===== config.mk =====
export PLATFORM = sky130hd
export DESIGN_NAME = sag_detector
export DESIGN_NICKNAME = d
export VERILOG_FILES = /design/src/rtl/sag_pkg.sv /design/src/rtl/sag_datapath.sv /design/src/rtl/sag_control.sv /design/src/rtl/sag_detector.sv
export SDC_FILE = /design/constraint.sdc
export NUM_CORES = 1
export LEC_CHECK = 0
export ABC_CLOCK_PERIOD_IN_PS = 5200
export BUFFER_PORTS_ARGS = -buffer_cell sky130_fd_sc_hd__buf_2
export CORE_MARGIN = 10
export CORE_UTILIZATION = 51
export DETAILED_ROUTE_END_ITERATION = 7
export PLACE_DENSITY = 0.83
export SYNTH_ARGS = -nofsm -noshare
export SYNTH_HDL_FRONTEND = slang
export SYNTH_HIERARCHICAL = 1
export SYNTH_SLANG_ARGS = --single-unit

===== constraint.sdc =====
create_clock -name clk -period 5.2 [get_ports clk]
set_input_delay 0.26 -clock clk [delete_from_list [all_inputs] [get_ports clk]]
set_output_delay 0.26 -clock clk [all_outputs]
set_load 0.05 [all_outputs]

===== src/rtl/sag_pkg.sv =====
package sag_pkg;
  // Per-phase command from control to datapath for one valid sample.
  typedef struct packed {
    logic clr;  // valid sample at or above threshold: restart run
    logic adv;  // valid low sample: extend run
  } phase_strobe_t;

  // Suggested settings for the registers that feed the block.
  localparam int DEF_THRESHOLD = 443000;
  localparam int DEF_RUN_COUNT = 80;
endpackage


===== src/rtl/sag_datapath.sv =====
module sag_datapath
  import sag_pkg::*;
#(
  parameter int PHASES   = 2,
  parameter int SAMPLE_W = 24,
  parameter int CNT_W    = 8
) (
  input  logic                         clk,
  input  logic                         rst,
  input  logic [PHASES*SAMPLE_W-1:0]   sampleData,
  input  logic [SAMPLE_W-1:0]          sagThreshold,
  input  logic [CNT_W-1:0]             sagCount,
  input  phase_strobe_t [PHASES-1:0]   strobe,
  output logic [PHASES-1:0]            belowThr,
  output logic [PHASES-1:0]            runReached
);
  localparam logic [SAMPLE_W-1:0] ONE_S = SAMPLE_W'(1);
  localparam logic [CNT_W-1:0]    ONE_C = CNT_W'(1);

  logic [CNT_W-1:0] target;
  assign target = (sagCount == '0) ? ONE_C : sagCount;

  for (genvar p = 0; p < PHASES; p++) begin : g_phase
    logic [SAMPLE_W-1:0] raw;
    logic [SAMPLE_W-1:0] magnitude;
    logic [CNT_W-1:0]    runCnt;

    assign raw       = sampleData[p*SAMPLE_W +: SAMPLE_W];
    assign magnitude = raw[SAMPLE_W-1] ? (~raw + ONE_S) : raw;
    assign belowThr[p]   = magnitude < sagThreshold;
    assign runReached[p] = (runCnt >= target) || ((runCnt + ONE_C) == target);

    always_ff @(posedge clk) begin
      if (rst) begin
        runCnt <= '0;
      end else if (strobe[p].clr) begin
        runCnt <= '0;
      end else if (strobe[p].adv) begin
        runCnt <= runReached[p] ? target : runCnt + ONE_C;
      end
    end
  end
endmodule


===== src/rtl/sag_control.sv =====
module sag_control
  import sag_pkg::*;
#(
  parameter int PHASES = 2
) (
  input  logic                       clk,
  input  logic                       rst,
  input  logic [PHASES-1:0]          sampleValid,
  input  logic [PHASES-1:0]          belowThr,
  input  logic [PHASES-1:0]          runReached,
  input  logic [PHASES-1:0]          sagMask,
  input  logic                       sagIrqEn,
  output phase_strobe_t [PHASES-1:0] strobe,
  output logic [PHASES-1:0]          sagFlag,
  output logic                       sagIrq
);
  for (genvar p = 0; p < PHASES; p++) begin : g_phase
    assign strobe[p].clr = sampleValid[p] & ~belowThr[p];
    assign strobe[p].adv = sampleValid[p] &  belowThr[p];

    always_ff @(posedge clk) begin
      if (rst) begin
        sagFlag[p] <= 1'b0;
      end else if (strobe[p].clr) begin
        sagFlag[p] <= 1'b0;
      end else if (strobe[p].adv) begin
        sagFlag[p] <= runReached[p];
      end
    end
  end

  logic allSelectedInSag;
  assign allSelectedInSag = (|sagMask) && (&(sagFlag | ~sagMask));
  assign sagIrq = sagIrqEn & allSelectedInSag;
endmodule


===== src/rtl/sag_detector.sv =====
module sag_detector
  import sag_pkg::*;
#(
  parameter int PHASES   = 2,
  parameter int SAMPLE_W = 24,
  parameter int CNT_W    = 8
) (
  input  logic                       clk,
  input  logic                       rst,
  input  logic [PHASES-1:0]          sampleValid,
  input  logic [PHASES*SAMPLE_W-1:0] sampleData,
  input  logic [SAMPLE_W-1:0]        sagThreshold,
  input  logic [CNT_W-1:0]           sagCount,
  input  logic [PHASES-1:0]          sagMask,
  input  logic                       sagIrqEn,
  output logic [PHASES-1:0]          sagFlag,
  output logic                       sagIrq
);
  phase_strobe_t [PHASES-1:0] strobe;
  logic [PHASES-1:0] belowThr;
  logic [PHASES-1:0] runReached;

  sag_datapath #(.PHASES(PHASES), .SAMPLE_W(SAMPLE_W), .CNT_W(CNT_W)) u_datapath (
    .clk          (clk),
    .rst          (rst),
    .sampleData   (sampleData),
    .sagThreshold (sagThreshold),
    .sagCount     (sagCount),
    .strobe       (strobe),
    .belowThr     (belowThr),
    .runReached   (runReached)
  );

  sag_control #(.PHASES(PHASES)) u_control (
    .clk         (clk),
    .rst         (rst),
    .sampleValid (sampleValid),
    .belowThr    (belowThr),
    .runReached  (runReached),
    .sagMask     (sagMask),
    .sagIrqEn    (sagIrqEn),
    .strobe      (strobe),
    .sagFlag     (sagFlag),
    .sagIrq      (sagIrq)
  );
endmodule


==> impl_metrics.toml <==
[global_route]
grt.total_usage_pct = 17.7
antenna_found_initial = 0
grt_max_degree = 25
globalRouteMet3Util_pct = 3.65
met2_usage_pct = 30.9
globalRouteMet1Util_pct = 21.7
grt_pass1_wl_um = 17700
busiest_layer = "met2"
first_global_vias = 4116
grt.overflow.total = 0

[placement]
gp_congestion = 0.903
placed_cell_area_mm2 = 0.00447
hpwlAfterDp_um = 9120
port_buffers = 89

[critical_path]
cpMaxStageDelayCell = "or4_1"
path_common_cell = "a21oi_1"
rrSetupSlack_ns = 2.25
worstPathMaxFanout = 7
worst_r2r_path_depth = 8
worst_setup_path_start_kind = "input port"
cp-end-kind = "flip-flop"
timing.rr.end = "u_datapath/g_phase[1].runCnt[5]$_SDFFE_PP0P_"
crit_required_ns = 5.40
crit_arrival_ns = 5.05
critPathKind = "input port to flip-flop"
r2r-start = "u_datapath/g_phase[1].runCnt[2]$_SDFFE_PP0P_"
crit_chain = "buf_2, inv_1, ha_1, or3b_1, or4_1, or3_1, or4_4, o31ai_1, xnor2_1, ha_1, a21o_1, a21o_1, a21oi_1, nor2_1, a2111oi_2, nor2_1, a211oi_2, and2_1, inv_2, nor3_1, a21oi_1, mux2_2, a21oi_1"
max_stage_delay_ns = 0.46

[finish]
final_util_pct = 62.2
final_common_cell = "buf_2"
antenna_cells = 0
fin_nets = 766
drive_gt1_share_pct = 21.6
finalInstanceArea_mm2 = 0.00456
final_cell_mix = "buf_2, ha_1, xnor2_1, inv_1, nand2_1"
area_delta_synth_final_pct = 16.9

[clocking]
hold_buffers = 0
cts_tree = "yes"
clk_latency_ns = 0.26
h-tree-depth = 1
clk_pin_slew_ns = 0.08
cts_made_buffers = 3
cts.sinks = 18
clk_path_buf_depth = 2
cts_root_buf = "clkbuf_8"

[hold_path]
hold_path_class = "input port to flip-flop"
min_from = "rst"
holdPathEnd = "u_control/sagFlag[0]$_SDFFE_PP0P_"
holdPathStages = 2

[yosys]
synth-seq-cells = 18
synth_nets = 680
synthAdderAreaFrac_pct = 21.2
synth-simple-area-share_pct = 24.1
synth_top_family_by_area = "compound AO/OA/AOI/OAI gates"
ys_seq_area_share_pct = 9.23
ys_async_sr_fraction_pct = 0
synth_ff_type = "dfxtp_1"
synth_edf_count = 0
synth_xor_area_share_pct = 12.6
syn_avg_cell_area_um2 = 7.41
muxShareOfSynthArea_pct = 3.04
yosys_warnings = 6
synth_area_mm2 = 0.00390
synth_compound_area_share_pct = 24.2
synth_cell_type_count = 56
synthCells = 527

[drt]
wl_per_cell_um = 15.1
vias = 4159
initialDrtViolationCount = 310
dr.pass1.iters = 6
vias_per_cell = 5.85
routed_wl_um = 10700
drc = 0
ant_nets = 0

[floorplan]
core_mm2 = 0.00733
die_area_mm2 = 0.0116
pin_count = 90
rows = 31
die_h_um = 107
start_util_pct = 53.3
chipWidth_um = 107

[timing]
relSlewSlack_pct = 32.6
slew_viol_final = 0
tightest_slew_ns = 1.01
fin_crit_sh_pct = 93.2
setup_viol = 0
skew_ns = 0.00511
layout_min_cycle_time_ns = 4.85
max_freq_ghz = 0.206
hold_viol_final = 0
rsz0062_at_grt = "no"

[flow_run]
cap_violations = 0

[power_and_ir_drop]
power_density_mw_per_mm2 = 137
p_leak_nw = 2.09
irDropWorstVdd_mv = 0.106

[outcome]
status = "completed"
## stage by stage
step | instances | hold WS [ns] | setup TNS [ns] | power [W] | worst slack (ns)
2_1_floorplan | 527 | 0.329 | 0 | 0.000384 | 0.272
3_3_place_gp | 706 | 0.497 | 0 | 0.000476 | 0.000132
3_5_place_dp | 706 | 0.507 | -0.704 | 0.000494 | -0.207
4_1_cts | 710 | 0.233 | 0 | 0.000617 | 0.0547
5_1_grt | 711 | 0.246 | 0 | 0.000679 | 0.0167
6_report | 711 | 0.235 | 0 | 0.000624 | 0.353
## power by group
group          switching [W]  internal (W)
Sequential         0.0000134      0.000145
Clock              0.0000537     0.0000674
Combinational       0.000184      0.000160
Total               0.000251      0.000373
## layout make-up
type,instances,area (um2)
sequential,18,360
fill,650,2770
multi-input combinational,449,3350
clock buffer,4,55.1
timing repair buffer,97,505
tap,99,124
inverter,44,169
## worst max-delay path: cells and delay by family
family | cells | cell delay (ns)
compound gates | 8 | 1.57
simple gates | 8 | 2.25
buf+inv | 3 | 0.25
xor+xnor | 1 | 0.11
fa+ha+maj | 2 | 0.33
mux | 1 | 0.28
## kinds of logic after synthesis
group | count (synthesis)
xor gates and xnor gates | 56
adders and majority gates | 66
DFF | 18
AOI/OAI and AO/OA | 143
muxes | 11
and+or+nand+nor | 173
buffers and inverters | 60
## synthesized netlist by cell type, types with 5 or more instances
library cell / n / area [um2]
a31oi_1: 15 / 93.8
or3_1: 10 / 62.6
or2_2: 7 / 43.8
nor3_1: 17 / 85.1
nor2b_1: 5 / 31.3
clkbuf_1: 13 / 48.8
ha_1: 66 / 826
dfxtp_1: 18 / 360
or4_1: 6 / 45.0
o21ai_0: 36 / 180
mux2_2: 6 / 67.6
o211ai_1: 5 / 37.5
nand2_1: 41 / 154
nand3_1: 19 / 95.1
o31ai_1: 14 / 105
a21o_1: 15 / 113
nor2_1: 21 / 78.8
xnor2_1: 48 / 420
a21oi_1: 30 / 150
xor2_1: 8 / 70.1
inv_1: 42 / 158
nand2b_1: 11 / 68.8
nand4_1: 12 / 75.1
## state kept, by name, summed over array words and instances, names as in the netlist
| signal | flops |
|---|---|
| u_control/sagFlag | 2 |
| u_datapath/g_phase.runCnt | 16 |
## how the worst max path moves through the flow
stage / slack [ns] / depth (start not counted) / start / to
after global placement: 0.0001 / 21 / sampleData[24] / u_datapath/g_phase[1].runCnt[5]$_SDFFE_PP0P_
after CTS: 0.05 / 23 / sampleData[25] / u_datapath/g_phase[1].runCnt[3]$_SDFFE_PP0P_
final: 0.35 / 23 / sampleData[25] / u_datapath/g_phase[1].runCnt[5]$_SDFFE_PP0P_
after floorplan: 0.27 / 20 / sampleData[24] / u_datapath/g_phase[1].runCnt[3]$_SDFFE_PP0P_
after global routing: 0.02 / 21 / sampleData[9] / u_datapath/g_phase[0].runCnt[5]$_SDFFE_PP0P_
after detailed placement: -0.21 / 23 / sampleData[25] / u_datapath/g_phase[1].runCnt[5]$_SDFFE_PP0P_
## what timing repair did
action	4_1_cts	5_1_grt
setup endpoints to repair	0	11
buffers inserted	0	1
gates resized for setup	0	10
## routing by layer
layer / wire length, um / part of all wire [%] / up-vias
met3: 632 / 5.9 / 12
li1: - / - / 2117
met1: 4650 / 43 / 1911
met2: 5260 / 49 / 119
met5: 0 / 0 / -
met4: 172 / 1.6 / 0
(Power assumes the default switching activity.)
